[config.mk]
export PLATFORM = sky130hd
export DESIGN_NAME = cfg_burst_spi
export DESIGN_NICKNAME = d
export VERILOG_FILES = /design/src/rtl/cfg_burst_pkg.sv /design/src/rtl/cfg_entry_mux.sv /design/src/rtl/cfg_spi_shifter.sv /design/src/rtl/cfg_burst_seq.sv /design/src/rtl/cfg_burst_spi.sv
export SDC_FILE = /design/constraint.sdc
export NUM_CORES = 1
export LEC_CHECK = 0
export BUFFER_PORTS_ARGS = -buffer_cell sky130_fd_sc_hd__buf_2
export CORE_AREA = 2 2 230 232
export CTS_CLUSTER_SIZE = 30
export DETAILED_ROUTE_END_ITERATION = 8
export DIE_AREA = 0 0 232 234
export SLEW_MARGIN = 10
export SYNTH_ARGS = -nofsm -noshare
export SYNTH_HDL_FRONTEND = slang
export SYNTH_SLANG_ARGS = --single-unit
[constraint.sdc]
create_clock -name clk -period 7.5 [get_ports clk]
set_input_delay 0.75 -clock clk [delete_from_list [all_inputs] [get_ports clk]]
set_output_delay 0.75 -clock clk [all_outputs]
set_load 0.005 [all_outputs]
[src/rtl/cfg_burst_pkg.sv]
package cfg_burst_pkg;
  localparam int NUM_ENTRIES = 20;
  localparam int IDX_W       = $clog2(NUM_ENTRIES);
  localparam int NUM_MISC    = 8;
  localparam int WORD_W      = 16;

  typedef enum logic [3:0] {
    SRC_MISC, SRC_OFFS1, SRC_OFFS2, SRC_RELAY_CH1, SRC_RELAY_ALL,
    SRC_AMPL1, SRC_AMPL2, SRC_F1HI, SRC_F1LO, SRC_F2HI, SRC_F2LO,
    SRC_PH1, SRC_PH2
  } src_e;

  typedef struct packed {
    logic [7:0] addr;
    src_e       src;
    logic [2:0] misc_sel;
  } entry_t;

  // Burst order is behaviour: the receiving core expects this sequence.
  function automatic entry_t entry_of(input logic [IDX_W-1:0] i);
    entry_t e;
    e = '{addr: 8'h00, src: SRC_MISC, misc_sel: 3'd0};
    case (i)
      5'd0:  e = '{8'h1D, SRC_MISC,      3'd0};
      5'd1:  e = '{8'h24, SRC_MISC,      3'd1};
      5'd2:  e = '{8'h2B, SRC_OFFS1,     3'd0};
      5'd3:  e = '{8'h2C, SRC_OFFS2,     3'd0};
      5'd4:  e = '{8'h06, SRC_RELAY_CH1, 3'd0};
      5'd5:  e = '{8'h06, SRC_RELAY_ALL, 3'd0};
      5'd6:  e = '{8'h2D, SRC_AMPL1,     3'd0};
      5'd7:  e = '{8'h2E, SRC_AMPL2,     3'd0};
      5'd8:  e = '{8'h02, SRC_F1HI,      3'd0};
      5'd9:  e = '{8'h01, SRC_F1LO,      3'd0};
      5'd10: e = '{8'h04, SRC_F2HI,      3'd0};
      5'd11: e = '{8'h03, SRC_F2LO,      3'd0};
      5'd12: e = '{8'h2F, SRC_MISC,      3'd2};
      5'd13: e = '{8'h30, SRC_MISC,      3'd3};
      5'd14: e = '{8'h05, SRC_MISC,      3'd4};
      5'd15: e = '{8'h38, SRC_MISC,      3'd5};
      5'd16: e = '{8'h39, SRC_MISC,      3'd6};
      5'd17: e = '{8'h08, SRC_PH1,       3'd0};
      5'd18: e = '{8'h09, SRC_PH2,       3'd0};
      5'd19: e = '{8'h37, SRC_MISC,      3'd7};
      default: e = '{8'h00, SRC_MISC,    3'd0};
    endcase
    return e;
  endfunction
endpackage

[src/rtl/cfg_entry_mux.sv]
module cfg_entry_mux
  import cfg_burst_pkg::*;
#(
  parameter int DATA_W   = 32,
  parameter int RELAY_W  = 8,
  parameter logic [RELAY_W-1:0] CH2_MASK = 8'h03,
  localparam int FRAME_W = WORD_W + DATA_W
) (
  input  logic [IDX_W-1:0]                 idx,
  input  logic [DATA_W-1:0]                freq1_hi,
  input  logic [DATA_W-1:0]                freq1_lo,
  input  logic [DATA_W-1:0]                freq2_hi,
  input  logic [DATA_W-1:0]                freq2_lo,
  input  logic [DATA_W-1:0]                ampl1,
  input  logic [DATA_W-1:0]                ampl2,
  input  logic [DATA_W-1:0]                offs1,
  input  logic [DATA_W-1:0]                offs2,
  input  logic [DATA_W-1:0]                phase1,
  input  logic [DATA_W-1:0]                phase2,
  input  logic [RELAY_W-1:0]               relay,
  input  logic [NUM_MISC-1:0][DATA_W-1:0]  misc_words,
  output logic [FRAME_W-1:0]               frame
);
  entry_t            ent;
  logic [DATA_W-1:0] data;

  always_comb begin
    ent = entry_of(idx);
    case (ent.src)
      SRC_OFFS1:     data = offs1;
      SRC_OFFS2:     data = offs2;
      SRC_RELAY_CH1: data = DATA_W'(relay & ~CH2_MASK);
      SRC_RELAY_ALL: data = DATA_W'(relay);
      SRC_AMPL1:     data = ampl1;
      SRC_AMPL2:     data = ampl2;
      SRC_F1HI:      data = freq1_hi;
      SRC_F1LO:      data = freq1_lo;
      SRC_F2HI:      data = freq2_hi;
      SRC_F2LO:      data = freq2_lo;
      SRC_PH1:       data = phase1;
      SRC_PH2:       data = phase2;
      default:       data = misc_words[ent.misc_sel];
    endcase
    frame = {WORD_W'(ent.addr), data};
  end
endmodule

[src/rtl/cfg_spi_shifter.sv]
module cfg_spi_shifter #(
  parameter int FRAME_W = 48,
  parameter int SCK_DIV = 4,
  parameter int GAP_SCK = 2,
  localparam int HALF    = SCK_DIV / 2,
  localparam int DIV_W   = $clog2(HALF + 1),
  localparam int HCNT_W  = $clog2(2 * FRAME_W + 1)
) (
  input  logic               clk,
  input  logic               rst,
  input  logic               load,
  input  logic [FRAME_W-1:0] frame,
  output logic               sck,
  output logic               mosi,
  output logic               cs_n,
  output logic               frame_done
);
  typedef enum logic [1:0] {SH_IDLE, SH_SHIFT, SH_TAIL, SH_GAP} sh_e;

  localparam logic [HCNT_W-1:0] LAST_HALF = HCNT_W'(2 * FRAME_W - 1);
  localparam logic [HCNT_W-1:0] LAST_GAP  = HCNT_W'(2 * GAP_SCK - 1);
  localparam logic [DIV_W-1:0]  DIV_TOP   = DIV_W'(HALF - 1);

  sh_e                state;
  logic [DIV_W-1:0]   div;
  logic [HCNT_W-1:0]  hcnt;
  logic [FRAME_W-1:0] sreg;
  logic               tick;

  assign tick = (div == DIV_TOP);

  always_ff @(posedge clk) begin
    if (rst) begin
      state      <= SH_IDLE;
      div        <= '0;
      hcnt       <= '0;
      sreg       <= '0;
      sck        <= 1'b0;
      mosi       <= 1'b0;
      cs_n       <= 1'b1;
      frame_done <= 1'b0;
    end else begin
      frame_done <= 1'b0;
      if (state == SH_IDLE) div <= '0;
      else                  div <= tick ? '0 : div + 1'b1;
      case (state)
        SH_IDLE: if (load) begin
          sreg  <= frame;
          mosi  <= frame[FRAME_W-1];
          cs_n  <= 1'b0;
          hcnt  <= '0;
          state <= SH_SHIFT;
        end
        SH_SHIFT: if (tick) begin
          hcnt <= hcnt + 1'b1;
          if (!hcnt[0]) begin
            sck <= 1'b1;
          end else begin
            sck <= 1'b0;
            if (hcnt == LAST_HALF) begin
              state <= SH_TAIL;
            end else begin
              sreg <= sreg << 1;
              mosi <= sreg[FRAME_W-2];
            end
          end
        end
        SH_TAIL: if (tick) begin
          cs_n  <= 1'b1;
          mosi  <= 1'b0;
          hcnt  <= '0;
          state <= SH_GAP;
        end
        default: if (tick) begin
          hcnt <= hcnt + 1'b1;
          if (hcnt == LAST_GAP) begin
            state      <= SH_IDLE;
            frame_done <= 1'b1;
          end
        end
      endcase
    end
  end
endmodule

[src/rtl/cfg_burst_seq.sv]
module cfg_burst_seq
  import cfg_burst_pkg::*;
(
  input  logic             clk,
  input  logic             rst,
  input  logic             start,
  input  logic             frame_done,
  output logic [IDX_W-1:0] idx,
  output logic             load,
  output logic             done
);
  typedef enum logic {Q_IDLE, Q_RUN} q_e;
  localparam logic [IDX_W-1:0] LAST_IDX = IDX_W'(NUM_ENTRIES - 1);

  q_e   state;
  logic pend;

  always_ff @(posedge clk) begin
    if (rst) begin
      state <= Q_IDLE;
      pend  <= 1'b0;
      idx   <= '0;
      load  <= 1'b0;
      done  <= 1'b0;
    end else begin
      load <= 1'b0;
      done <= 1'b0;
      case (state)
        Q_IDLE: if (start || pend) begin
          idx   <= '0;
          load  <= 1'b1;
          pend  <= 1'b0;
          state <= Q_RUN;
        end
        default: begin
          if (start) pend <= 1'b1;
          if (frame_done) begin
            if (idx == LAST_IDX) begin
              done  <= 1'b1;
              state <= Q_IDLE;
            end else begin
              idx  <= idx + 1'b1;
              load <= 1'b1;
            end
          end
        end
      endcase
    end
  end
endmodule

[src/rtl/cfg_burst_spi.sv]
module cfg_burst_spi
  import cfg_burst_pkg::*;
#(
  parameter int DATA_W  = 32,
  parameter int RELAY_W = 8,
  parameter int SCK_DIV = 4,
  parameter int GAP_SCK = 2
) (
  input  logic                             clk,
  input  logic                             rst,
  input  logic                             start,
  input  logic [DATA_W-1:0]                freq1_hi,
  input  logic [DATA_W-1:0]                freq1_lo,
  input  logic [DATA_W-1:0]                freq2_hi,
  input  logic [DATA_W-1:0]                freq2_lo,
  input  logic [DATA_W-1:0]                ampl1,
  input  logic [DATA_W-1:0]                ampl2,
  input  logic [DATA_W-1:0]                offs1,
  input  logic [DATA_W-1:0]                offs2,
  input  logic [DATA_W-1:0]                phase1,
  input  logic [DATA_W-1:0]                phase2,
  input  logic [RELAY_W-1:0]               relay,
  input  logic [NUM_MISC-1:0][DATA_W-1:0]  misc_words,
  output logic                             sck,
  output logic                             mosi,
  output logic                             cs_n,
  output logic                             done
);
  localparam int FRAME_W = WORD_W + DATA_W;

  logic [IDX_W-1:0]   idx;
  logic               load;
  logic               frame_done;
  logic [FRAME_W-1:0] frame;

  cfg_burst_seq u_seq (
    .clk(clk), .rst(rst), .start(start), .frame_done(frame_done),
    .idx(idx), .load(load), .done(done)
  );

  cfg_entry_mux #(.DATA_W(DATA_W), .RELAY_W(RELAY_W)) u_mux (
    .idx(idx), .freq1_hi(freq1_hi), .freq1_lo(freq1_lo),
    .freq2_hi(freq2_hi), .freq2_lo(freq2_lo), .ampl1(ampl1), .ampl2(ampl2),
    .offs1(offs1), .offs2(offs2), .phase1(phase1), .phase2(phase2),
    .relay(relay), .misc_words(misc_words), .frame(frame)
  );

  cfg_spi_shifter #(.FRAME_W(FRAME_W), .SCK_DIV(SCK_DIV), .GAP_SCK(GAP_SCK)) u_shift (
    .clk(clk), .rst(rst), .load(load), .frame(frame),
    .sck(sck), .mosi(mosi), .cs_n(cs_n), .frame_done(frame_done)
  );
endmodule

# ---- After elaboration in Yosys (flattened, before gate mapping)
# Memories as Yosys holds them, arrays and structs flattened. A register that Yosys moved wholly into a read port is not among the register bits.
# Cells that the tools add are included.
dict set report totals {
  reg_bits 71
  mem_bits_ro 416
  inputBits 587
  output_inout_bits 4
  word_cells 113
  n_memories 1
}
dict set report classes {
  add_sub_neg 3
  magnitude_cmp 1
  n_eq_ne 27
  mux 46
  bitwise_logic 3
  n_reduce_logical 19
}
# memory words word_bits read_ports rd_ports_with_merged_regs write_ports line_no
set mem_list {}
lappend mem_list {{(name not given)} 32 13 1 1 0 cfg_burst_pkg.sv:23} ;# case (i)
# cell count
set op_table {}
lappend op_table {{32-bit one-hot mux with 12 select lines} 1}
lappend op_table {{47-bit two-way mux} 4}
lappend op_table {{32-bit binary-select mux with 3-bit select} 1}
lappend op_table {{47-bit one-hot mux with 2 select lines} 1}
lappend op_table {{32-bit two-way mux} 1}
lappend op_table {{5-bit two-way mux} 6}
lappend op_table {{7-bit two-way mux} 3}
lappend op_table {{4-bit equality test (second input constant)} 5}
lappend op_table {{1-bit two-way mux} 18}
lappend op_table {{4-bit by 3-bit equality test with 1-bit output (second input constant)} 4}
lappend op_table {{2-bit two-way mux} 7}
lappend op_table {{7-bit one-hot mux with 2 select lines} 1}
lappend op_table {{2-bit by 1-bit inequality test with 1-bit output (second input constant)} 5}
lappend op_table {{3-bit AND reduction} 3}
lappend op_table {{4-bit by 2-bit equality test with 1-bit output (second input constant)} 2}
lappend op_table {{2-bit inequality test (second input constant)} 4}
lappend op_table {{2-bit nonzero test} 4}
lappend op_table {{7-bit by 1-bit adder with 7-bit output (second input constant)} 1}
lappend op_table {{7-bit by 2-bit equality test with 1-bit output (second input constant)} 1}
lappend op_table {{7-bit equality test (second input constant)} 1}
lappend op_table {{7-bit AND reduction} 1}
lappend op_table {{2-bit one-hot mux with 3 select lines} 1}
lappend op_table {{6-bit AND reduction} 1}
lappend op_table {{3-bit OR reduction} 2}
lappend op_table {{17 further kinds} 21}

# ---- Logic depth before layout (Yosys ltp)
# Gate-level depths: netlist of the first run.
dict set report logic_depth {
  word_depth 6
  ltp_mapped 10
  mapped_depth_nobuf 10
}

# ---- Modules after synthesis
# From an unflattened synthesis of the first run, not the netlist that was laid out.
dict set report unflattened {
  cells_unflattened 1320
  area_unflattened_um2 9776.9
}
# module instances cells_per_inst area_each_um2 seq_area_each_um2
set modules_own_cells {}
lappend modules_own_cells {cfg_entry_mux 1 914 5836.8 0.0}
lappend modules_own_cells {cfg_spi_shifter 1 363 3547.2 1241.2}
lappend modules_own_cells {cfg_burst_seq 1 43 392.9 180.2}

# ---- Worst setup path after synthesis of the first run
# No wires, ideal clock.
dict set report synth_path {
  kind {reg-to-reg}
  start {register u_seq.idx[1]}
  end {register u_mux.ent[6] (netlist name)}
  setup_time_ps 69
  arrival_time_ps 2322
  required_ps 7431
  slack_ps 5109
  path_stages_with_launch 9
  path_buffers 0
  period_less_slack_ps 2391
  path_cell_list {dfxtp_1 -> ha_1 -> nor4bb_2 -> or2_1 -> a31o_2 -> inv_1 -> ha_1 -> or4_1 -> o21ai_1}
}
dict set report synth_via {
  elab_chain_cells 6
  word_cells_on_any_way 9
  classes_between {add/sub: 1; eq/ne: 2; mux: 5; reduce/logical: 1}
}
# element line_no
set synth_rtl {}
lappend synth_rtl {{start: declaration} cfg_burst_seq.sv:8} ;# output logic [IDX_W-1:0] idx,
lappend synth_rtl {{start signal: assignment} cfg_burst_seq.sv:42} ;# idx <= idx + 1'b1;
lappend synth_rtl {{5-bit by 1-bit adder with 5-bit output} cfg_burst_seq.sv:42}
lappend synth_rtl {{5-bit two-way mux} cfg_burst_seq.sv:38} ;# if (idx == LAST_IDX) begin
lappend synth_rtl {{5-bit two-way mux} cfg_burst_seq.sv:37} ;# if (frame_done) begin
lappend synth_rtl {{5-bit two-way mux} cfg_burst_seq.sv:28} ;# case (state)
lappend synth_rtl {{5-bit two-way mux (no line) * (2 in a row)} -}
# Mark *: on every way between the ends. The rest lies on a longest branch, timed or not. The select of a mux whose other input is x is not followed.
# A chain may end at the register's enable or synchronous reset.

# ---- Worst setup path in the final report of the first run
dict set report layout_path {
  start {register u_mux.ent[5] (netlist name)}
  end {register u_shift.sreg[23]}
}
dict set report layout_via {
  elab_chain_cells 4
  word_cells_on_any_way 15
  classes_between {eq/ne: 12; mux: 3}
}
# element line_no
set layout_rtl {}
lappend layout_rtl {{4-bit equality test (tied with other cells)} cfg_entry_mux.sv:29} ;# case (ent.src)
lappend layout_rtl {{32-bit one-hot mux with 12 select lines *} cfg_entry_mux.sv:29}
lappend layout_rtl {{47-bit two-way mux *} cfg_spi_shifter.sv:47} ;# SH_IDLE: if (load) begin
lappend layout_rtl {{47-bit one-hot mux with 2 select lines *} cfg_spi_shifter.sv:46} ;# case (state)
lappend layout_rtl {{end signal: assignment} cfg_spi_shifter.sv:48} ;# sreg <= frame;
lappend layout_rtl {{end signal: assignment} cfg_spi_shifter.sv:63} ;# sreg <= sreg << 1;
lappend layout_rtl {{end: declaration} cfg_spi_shifter.sv:27} ;# logic [FRAME_W-1:0] sreg;
# Marked as above.

==> flow_summary_export.csv, run 1 <==
group,metric,value,unit
power_and_ir_drop,switching_share,0.3990,
clock_network,clock_latency,340,ps
clock_network,htree_levels,3,
routing,antenna_left,0,
critical_path,cp_num_buf_inv,2,
critical_path,reg2reg_slack,4370,ps
grt,overflow,0,
critical_path,cp-start-kind,"flip-flop",
clock_network,root_buffer,"clkbuf_16",
sta,rsz0062_at_grt,"no",
finish,drive_above_1_share,0.4743,
floorplanning,die_area,54290,sq um
routing,met1Wirelength,25.99,mm
routing,viasPerCell,5.255,
power_and_ir_drop,power_switching,743.7,uW
finish,final_common_cell,"buf_2",
sta,final-setup-viol-count,0,
routing,drtIter0Drc,1073,
clock_network,postCtsHoldBufs,0,
critical_path,rr_worst_depth,8,
placed_design,place.detailed.hpwl,54.67,mm
sta,postLayoutSetupSlackWorst,4375,ps
synthesis,synth-seq-cells,84,
sta,skew,7.236,ps
grt,grt_max_degree,70,
floorplanning,initial_core_util,0.1808,
sta,worst_pin_slew,1018,ps
clock_network,numCtsBuffers,9,
floorplanning,die_w,232,microns
finish,multiInputGateArea,6929,sq um
finish,nFillCells,5749,
routing,dr_wl_met2,32.20,mm
synthesis,synthArstFlopShare,0,
placed_design,place_ws,4375,ps
power_and_ir_drop,ir_drop,0.1503,mV
power_and_ir_drop,p_int,1.120,mW
routing,avgRoutedWirePerCell,28.41,microns
clock_network,clock_sinks,84,
power_and_ir_drop,clock_power_share,0.248,
clock_network,cts_resized,0,
sta,finalSetupTns,0,ps
clock_network,clkSlewWorstSetupHoldPaths,70,ps
critical_path,crit_chain,"buf_4 -> nor2_1 -> buf_4 -> a22oi_1 -> o22ai_1 -> a2111oi_1 -> a2bb2oi_1 -> a211oi_1",
grt,grt_usage,0.2329,
synthesis,avgSynthCellArea,8.528,sq um
hold_path,whs_path_depth,1,
finish,area_growth,38.56,%
critical_path,critical_path.top_delay_family,"compound AO/OA/AOI/OAI gates",
floorplanning,core_area,52020,sq um
grt,antenna_found_initial,16,
routing,drc,0,
finish,mostFrequentLayoutCells,"buf_2, nor2_1, a21oi_1",
critical_path,crit_path_end_kind,"flip-flop",
routing,first_pass_iters,8,
placed_design,gp_congestion,1.021,
power_and_ir_drop,power_frac_comb,0.436,
clock_network,cts_setup_buffers,0,
routing,top_layer_used,"met5",
routing,route.met3.wl,4.378,mm
synthesis,synthCells,1103,
sta,hold_viol,0,
sta,period_needed,3125,ps
floorplanning,core.rowCount,84,
critical_path,critPathKind,"flip-flop to flip-flop",
critical_path,critPathArrivalTime,3320,ps
clock_network,clock_path_buffers,2,
floorplanning,fp.dieH,234,microns
critical_path,rr_startpoint,"u_mux.ent[5]$_DFF_P_",
placed_design,io_buffers,590,
grt,grt_first_pass_wirelength,90.27,mm
clock_network,tritoncts,"done",
synthesis,syn-num-nets,1705,
synthesis,ys_types,96,
critical_path,cp_max_fo,66,
routing,via_count,12140,
power_and_ir_drop,p_per_area,143.0,nW/um^2
synthesis,synth-edff-count,0,
synthesis,yosys_warnings,0,
synthesis,syn_area,9407,sq um
power_and_ir_drop,power_leakage,5.301,nW
critical_path,cpMostUsedCell,"buf_4",
floorplanning,ioPinCount,591,
synthesis,ys_seq_area_frac,0.1788,
sta,period_share,0.4167,
sta,fmax,0.3200,GHz
finish,fin_util,0.2505,
finish,layout.nets,2214,
job,maxCapViolCount,0,
hold_path,hp-class,"flip-flop to flip-flop",
critical_path,required,7690,ps
critical_path,max_stage_delay,680,ps
sta,relSlewSlack,0.3182,
finish,seq_area,1703,sq um
critical_path,slowest_stage,"buf_4",
hold_path,hold_start,"u_shift.div[0]$_SDFF_PP0_",
sta,slew_violations,0,
run_status,status,"completed",
grt,grt_pass1_vias,12380,
hold_path,hold_path_end,"u_shift.div[0]$_SDFF_PP0_",
routing,totalWireLength,65.62,mm
critical_path,reg2reg_to,"u_shift.sreg[23]$_SDFFE_PP0P_",
power_and_ir_drop,seq_power_share,0.316,
synthesis,synth_flop_cell,"dfxtp_1",
==> worst max path at each step <==
stage / from / to / depth (start not counted)
final: u_mux.ent[5]$_DFF_P_ / u_shift.sreg[23]$_SDFFE_PP0P_ / 8
after global routing: u_mux.ent[5]$_DFF_P_ / u_shift.sreg[23]$_SDFFE_PP0P_ / 8
after CTS: u_mux.ent[6]$_DFF_P_ / u_shift.sreg[5]$_SDFFE_PP0P_ / 6
after detailed placement: u_mux.ent[6]$_DFF_P_ / u_shift.sreg[5]$_SDFFE_PP0P_ / 6
after global placement: u_mux.ent[6]$_DFF_P_ / u_shift.sreg[5]$_SDFFE_PP0P_ / 6
after floorplan: u_seq.idx[1]$_SDFFE_PP0N_ / u_mux.ent[6]$_DFF_P_ / 8
==> cell usage after synthesis, types with 5 or more instances <==
library cell   n  area [sq um]
nor3_1        20         100.1
nand4_1        5         31.28
ha_1          15         187.7
nand3_1       20         100.1
o221ai_1      14         122.6
a21o_1         6         45.04
a22o_1        14         122.6
a21oi_1       78         390.4
mux2i_1       24         240.2
nor2_1        96         360.4
a22oi_1       49         367.9
nand2_1       68         255.2
or3_1          5         31.28
xor2_1         5         43.79
mux2_2        21         236.5
buf_4         28         210.2
o21bai_1       5         37.54
nor4_1         5         31.28
inv_1         19         71.32
nand2b_1      10         62.56
and3_1         7         43.79
a211o_1        8         70.07
a32o_1         6         60.06
buf_2         44         220.2
o21a_1         9         67.56
a221oi_1      11         96.34
inv_2          5         18.77
a31oi_1       12         75.07
dfxtp_1       84          1682
buf_6         16         180.2
o21ai_0       74         370.4
o22ai_1       30         187.7
clkbuf_1      25         93.84
o21ai_1        5         25.02
a211oi_1      37         277.8
mux4_2        64          1441
o211ai_1       9         67.56
o32ai_1        6         52.55
a32oi_1       24         210.2
nor2b_1       20         125.1
==> final cells by class <==
class | count | share of cell area
multi-input combinational | 878 | 0.5316
inverter | 25 | 0.007392
clock buffer | 9 | 0.01728
timing repair buffer | 614 | 0.2404
sequential | 84 | 0.1307
clock inverter | 7 | 0.005664
antenna | 5 | 0.0009600
tap | 688 | 0.06605
==> worst reg2reg max path: stages, from the launching register on <==
cell and delay [ps]:
dfxtp_4 640, buf_4 710, nor2_1 200, buf_4 220, a22oi_1 170, o22ai_1 110, a2111oi_1 610, a2bb2oi_1 240
a211oi_1 90
==> kinds of logic (layout without fill, tap and decap cells) <==
| kind of cell | after synthesis | in the layout | share of synthesized area |
|---|---|---|---|
| simple gates | 289 | 289 | 0.1539 |
| xor+xnor | 7 | 7 | 0.006518 |
| flops | 84 | 84 | 0.1788 |
| mux | 109 | 109 | 0.2039 |
| fa+ha+maj | 15 | 15 | 0.01995 |
| other cells | 0 | 5 | 0 |
| buf+inv | 141 | 655 | 0.08633 |
| compound gates | 458 | 458 | 0.3506 |
==> flip-flops by register name (all words and copies together) (netlist names) <==
signal	cells
u_shift.sreg	47
u_mux.ent	13
u_shift.hcnt	7
u_seq.idx	5
u_shift.div	2
u_shift.state	2
u_seq.done	1
u_seq.load	1
u_seq.pend	1
u_seq.state	1
u_shift.cs_n	1
u_shift.frame_done	1
u_shift.mosi	1
u_shift.sck	1
==> layer usage <==
layer	vias to the layer above	GRT usage
met4	4	0.09575
met1	5839	0.2797
met2	752	0.4169
met5	-	0
met3	143	0.03149
li1	5400	-
==> power groups by stage <==
stage / clock (mW) / sequential [mW] / combinational [mW]
floorplan: 0 / 0.578 / 0.464
global placement: 0 / 0.595 / 0.806
detailed placement: 0 / 0.596 / 0.818
CTS: 0.471 / 0.586 / 0.820
global route: 0.493 / 0.597 / 0.896
finish: 0.462 / 0.588 / 0.813
==> metrics by stage <==
stage | instance area, sq um | std cells | power (mW) | hold slack, ps
2_1_floorplan | 9407 | 1103 | 1.042 | 405.3
3_3_place_gp | 12720 | 2289 | 1.402 | 412.6
3_5_place_dp | 12720 | 2289 | 1.413 | 426.8
4_1_cts | 13020 | 2305 | 1.877 | 436.6
5_1_grt | 13030 | 2310 | 1.987 | 477.0
6_report | 13030 | 2310 | 1.864 | 434.1
Note: power is estimated with default switching activity, not from simulation.
==> inputs of run 2 (changes only) <==
- ABC_AREA: default -> 1
- CORE_AREA: 2 2 230 232 -> 2 2 229 231
- DIE_AREA: 0 0 232 234 -> 0 0 231 233
- clock period: 7.5 -> 2.61 ns (I/O delays scaled with it)
==> flow_summary_export.csv, run 2 <==
group,metric,value,unit
critical_path,max_stage_delay,370,ps
finish,nFillCells,5991,
sta,relSlewSlack,0.4810,
placed_design,gp_congestion,0.9368,
grt,grt_first_pass_wirelength,87.95,mm
power_and_ir_drop,p_int,3.287,mW
clock_network,postCtsHoldBufs,0,
grt,overflow,0,
hold_path,hp-class,"input pin to flip-flop",
run_status,status,"completed",
sta,period_share,0.8595,
synthesis,ys_seq_area_frac,0.1699,
clock_network,clock_sinks,84,
clock_network,cts_setup_buffers,0,
routing,drc,0,
synthesis,avgSynthCellArea,5.052,sq um
clock_network,cts_resized,0,
floorplanning,initial_core_util,0.1937,
sta,skew,7.539,ps
finish,seq_area,1687,sq um
finish,fin_util,0.2751,
critical_path,cp-start-kind,"flip-flop",
critical_path,cp_max_fo,6,
placed_design,place.detailed.hpwl,50.94,mm
grt,grt_usage,0.2216,
grt,top_usage_layer,"met2",
sta,slew_violations,0,
critical_path,crit_path_end_kind,"flip-flop",
sta,worst_pin_slew,777.4,ps
sta,finalSetupTns,0,ps
sta,fin_hold_ws,171.6,ps
synthesis,synth_most_common_cell,"nand2_1",
synthesis,synth_flop_cell,"dfxtp_1",
placed_design,io_buffers,590,
power_and_ir_drop,clock_power_share,0.268,
synthesis,synth-seq-cells,84,
finish,multiInputGateArea,6676,sq um
power_and_ir_drop,seq_power_share,0.293,
power_and_ir_drop,p_per_area,393.0,nW/um^2
clock_network,clock_path_buffers,2,
grt,use_met1,0.2981,
clock_network,clock_latency,350,ps
placed_design,post-place-cells,3152,
sta,rsz0062_at_grt,"no",
routing,totalWireLength,61.89,mm
clock_network,tritoncts,"done",
synthesis,syn-num-nets,2561,
finish,fin_cells,3178,
routing,first_pass_iters,5,
synthesis,syn_area,9897,sq um
power_and_ir_drop,power_frac_comb,0.439,
synthesis,synth_top_area_frac,0.2537,
grt,use_met2,0.3666,
power_and_ir_drop,ir_drop,0.3764,mV
routing,via_count,14530,
sta,period_needed,2243,ps
synthesis,synthCells,1959,
synthesis,synthArstFlopShare,0,
grt,grt_max_degree,76,
floorplanning,die_w,231,microns
critical_path,cp_num_buf_inv,1,
sta,hold_viol,0,
critical_path,critPathArrivalTime,2480,ps
floorplanning,ioPinCount,591,
synthesis,ys_types,35,
clock_network,htree_levels,3,
clock_network,clkSlewWorstSetupHoldPaths,70,ps
floorplanning,core.rowCount,83,
floorplanning,die_area,53820,sq um
finish,largest_reg_flops,47,
power_and_ir_drop,power_switching,2.237,mW
job,maxCapViolCount,0,
power_and_ir_drop,power_leakage,8.100,nW
synthesis,synth-edff-count,0,
finish,area_growth,42.04,%
critical_path,critPathKind,"flip-flop to flip-flop",
finish,top_register,"u_shift.sreg",
sta,postLayoutSetupSlackWorst,366.8,ps
routing,avgRoutedWirePerCell,19.47,microns
critical_path,required,2850,ps
finish,final_common_cell,"nand2_1",
placed_design,place_ws,364.8,ps
critical_path,cpMostUsedCell,"nand2_1",
grt,antenna_found_initial,26,
floorplanning,fp.dieH,233,microns
synthesis,ys_top_cells_by_count,"nand2_1, nand3_1, inv_1",
floorplanning,core_area,51090,sq um
sta,fmax,0.4458,GHz
routing,viasPerCell,4.573,
critical_path,slowest_stage,"ha_1",
grt,grt_pass1_vias,13670,
routing,drtIter0Drc,1013,
critical_path,critical_path.top_delay_family,"simple AND/OR/NAND/NOR gates",
finish,layout.nets,3085,
synthesis,yosys_warnings,0,
finish,mostFrequentLayoutCells,"nand2_1, buf_2, nand3_1",
clock_network,numCtsBuffers,9,
sta,final-setup-viol-count,0,
critical_path,crit_chain,"ha_1 -> nand2_1 -> inv_1 -> a21oi_1 -> nand2_1 -> nand2_1 -> nand2_1 -> ha_1 -> nand3b_1 -> nand2_1 -> nand2_1 -> nand3_1 -> nand2_1",
synthesis,ys_top_cells_by_area,"nand2_1, nand3_1, dfxtp_1",
grt,use_met3,0.03395,
clock_network,root_buffer,"clkbuf_16",
synthesis,yosys.area.top_type,"nand2_1",
routing,antenna_left,0,
power_and_ir_drop,switching_share,0.4050,
finish,drive_above_1_share,0.2769,
-- run 2: cell count changes after synthesis, sizes merged, moves of 22 or more --
cell    previous run  this run
o22ai             30         0
o21ai             85        61
a211oi            40         2
nand3             21       457
mux4              64         0
inv               25       263
mux2i             24         0
nand2             69       671
clkbuf            25        54
a22oi             49         0
nor2b             22         0
nor2              97       131
a32oi             24         0
-- run 2: metal layers --
metal | share of wire | vias to the layer above
met3 | 0.077 | 92
met4 | 0.023 | 10
met1 | 0.45 | 6489
met5 | 0.00089 | -
li1 | - | 7261
met2 | 0.45 | 681
-- run 2: cell type report --
type                            count  area share
Multi-Input combinational cell   1481      0.4749
Timing Repair Buffer              641      0.2480
Sequential cell                    84      0.1200
Inverter                          266     0.07121
Tap cell                          680     0.06053
Clock buffer                        9     0.01602
Clock inverter                      7    0.007566
Antenna cell                       10    0.001780
-- run 2: kinds of logic (layout without fill, tap and decap cells) --
logic type	count (synthesis)	after routing	synth area share
and+or+nand+nor	1300	1300	0.5632
AOI/OAI and AO/OA	164	164	0.08685
adders and majority gates	15	15	0.01896
buffers and inverters	394	923	0.1593
DFF	84	84	0.1699
xor gates and xnor gates	2	2	0.001770
other	0	10	0
-- run 2: final timing paths --
kind                                             endpoint  cells after the start  slack (ps)                       from
worst min-delay path                u_seq.load$_SDFF_PP0_                      2         170                        rst
worst min register to register  u_shift.div[0]$_SDFF_PP0_                      1         420  u_shift.div[0]$_SDFF_PP0_
worst max-delay path                 u_mux.ent[8]$_DFF_P_                     13         370  u_seq.idx[0]$_SDFFE_PP0N_
worst max register to register       u_mux.ent[8]$_DFF_P_                     13         370  u_seq.idx[0]$_SDFFE_PP0N_
-- run 2: through the flow --
| stage | cell area, sq um | power, mW |
|---|---|---|
| after CTS | 14030 | 5.569 |
| after floorplan | 9897 | 2.986 |
| after global placement | 13700 | 4.070 |
| after global routing | 14040 | 5.927 |
| after detailed placement | 13700 | 4.071 |
| final | 14060 | 5.524 |
-- run 2: power groups by stage --
stage	registers (mW)	logic, mW	clock network (mW)
3_3_place_gp	1.65	2.42	0
2_1_floorplan	1.61	1.37	0
4_1_cts	1.62	2.44	1.51
5_1_grt	1.64	2.72	1.56
6_report	1.62	2.42	1.48
3_5_place_dp	1.65	2.43	0
==> inputs of run 3 (changes only) <==
- REMOVE_ABC_BUFFERS: default -> 1
==> flow_summary_export.csv, run 3 (synthesis gave the netlist of run 2 again) <==
group,metric,value,unit
sta,slew_violations,0,
power_and_ir_drop,power_leakage,8.154,nW
finish,nFillCells,5986,
critical_path,startpoint,"u_mux.ent[5]$_DFF_P_",
grt,grt_pass1_vias,13680,
placed_design,placed_area,13840,sq um
finish,final_common_cell,"nand2_1",
hold_path,hold_start,"start",
grt,overflow,0,
clock_network,postCtsHoldBufs,0,
finish,fin_cells,3191,
clock_network,clock_latency,360,ps
placed_design,place_ws,105.8,ps
sta,rsz0062_at_grt,"no",
sta,hold_viol,0,
finish,layout.nets,3097,
clock_network,cts_resized,0,
sta,period_needed,2270,ps
routing,via_count,14520,
routing,drtIter0Drc,972,
sta,worst_pin_slew,1083,ps
routing,avgRoutedWirePerCell,17.66,microns
sta,finalSetupTns,0,ps
job,maxCapViolCount,0,
clock_network,clkSlewWorstSetupHoldPaths,70,ps
clock_network,root_buffer,"clkbuf_16",
clock_network,tritoncts,"done",
clock_network,numCtsBuffers,9,
clock_network,clock_path_buffers,2,
power_and_ir_drop,p_per_area,385.0,nW/um^2
grt,grt_first_pass_wirelength,80.92,mm
clock_network,cts_setup_buffers,0,
finish,mostFrequentLayoutCells,"nand2_1, buf_2, nand3_1",
routing,viasPerCell,4.550,
finish,largest_reg_flops,47,
routing,drc,0,
run_status,status,"completed",
critical_path,crit_path_end_kind,"flip-flop",
finish,top_register,"u_shift.sreg",
power_and_ir_drop,power,5.455,mW
floorplanning,die_w,231,microns
sta,period_share,0.8697,
placed_design,place.detailed.hpwl,44.63,mm
critical_path,critPathArrivalTime,2560,ps
floorplanning,core_area,51090,sq um
sta,fin_hold_ws,140.0,ps
critical_path,required,2900,ps
sta,fmax,0.4406,GHz
placed_design,io_buffers,590,
finish,area_growth,43.19,%
grt,antenna_found_initial,18,
placed_design,gp_congestion,0.9034,
clock_network,clock_sinks,84,
critical_path,cp_max_fo,25,
finish,fin_util,0.2774,
finish,drive_above_1_share,0.2812,
floorplanning,initial_core_util,0.1937,
placed_design,post-place-cells,3164,
routing,first_pass_iters,5,
sta,skew,13.33,ps
critical_path,critPathKind,"flip-flop to flip-flop",
hold_path,hp-class,"input pin to flip-flop",
floorplanning,die_area,53820,sq um
floorplanning,core.rowCount,83,
floorplanning,fp.dieH,233,microns
sta,final-setup-viol-count,0,
grt,grt_usage,0.2001,
routing,totalWireLength,56.35,mm
clock_network,htree_levels,3,
routing,antenna_left,0,
power_and_ir_drop,ir_drop,0.2513,mV
critical_path,cp-start-kind,"flip-flop",
floorplanning,ioPinCount,591,
finish,fin_area,14170,sq um
sta,relSlewSlack,0.2765,
grt,grt_max_degree,80,
sta,postLayoutSetupSlackWorst,340.2,ps
critical_path,rr_startpoint,"u_mux.ent[5]$_DFF_P_",
[run 3: cell types whose count changed in the layout (fill, tap and decap cells not counted), moves of 2 or more]
cell,change
buf_4,+9
nor2_4,+2
buf_12,+3
nor2_2,-2
bufinv_16,-2
inv_8,+2
[run 3: worst max-delay path, cell delays in order (launching register included)]
cell	delay [ps]
dfxtp_1	400
inv_1	120
nand2_1	130
nor2_4	860
nand2_1	100
nand2_1	100
nor3_1	50
buf_4	130
nand3_1	100
nand2_1	60
a21oi_1	120
[run 3: final timing paths]
path,cells after the start,to,slack [ps]
worst max-delay path,10,u_shift.sreg[31]$_SDFFE_PP0P_,340
worst min-delay path,3,u_seq.pend$_SDFFE_PP0P_,140
worst max register to register,10,u_shift.sreg[31]$_SDFFE_PP0P_,340
worst min register to register,1,u_shift.div[0]$_SDFF_PP0_,430
[run 3: cell type report]
type | instances | area, sq um | area share
clock buffers | 9 | 225.2 | 0.01589
clock inverters | 7 | 76.32 | 0.005386
diodes | 11 | 27.53 | 0.001942
repair buffers | 653 | 3613 | 0.2550
well taps | 680 | 850.8 | 0.06004
inverters | 266 | 1003 | 0.07081
flip-flops and latches | 84 | 1688 | 0.1191
multi-input cells | 1481 | 6686 | 0.4718
[run 3: where the power goes]
| group | internal (mW) | total [mW] | switching [mW] |
|---|---|---|---|
| Combinational | 0.953 | 2.50 | 1.54 |
| Clock | 0.681 | 1.31 | 0.632 |
| Sequential | 1.50 | 1.65 | 0.142 |
| Total | 3.14 | 5.46 | 2.32 |
[run 3: routing by layer]
metal  up-vias  track usage  part of all wire
met3        91      0.03689             0.080
met5         -            0           0.00051
met1      6447       0.2449              0.42
met2       687       0.3461              0.47
met4         4      0.07681             0.034
li1       7291            -                 -
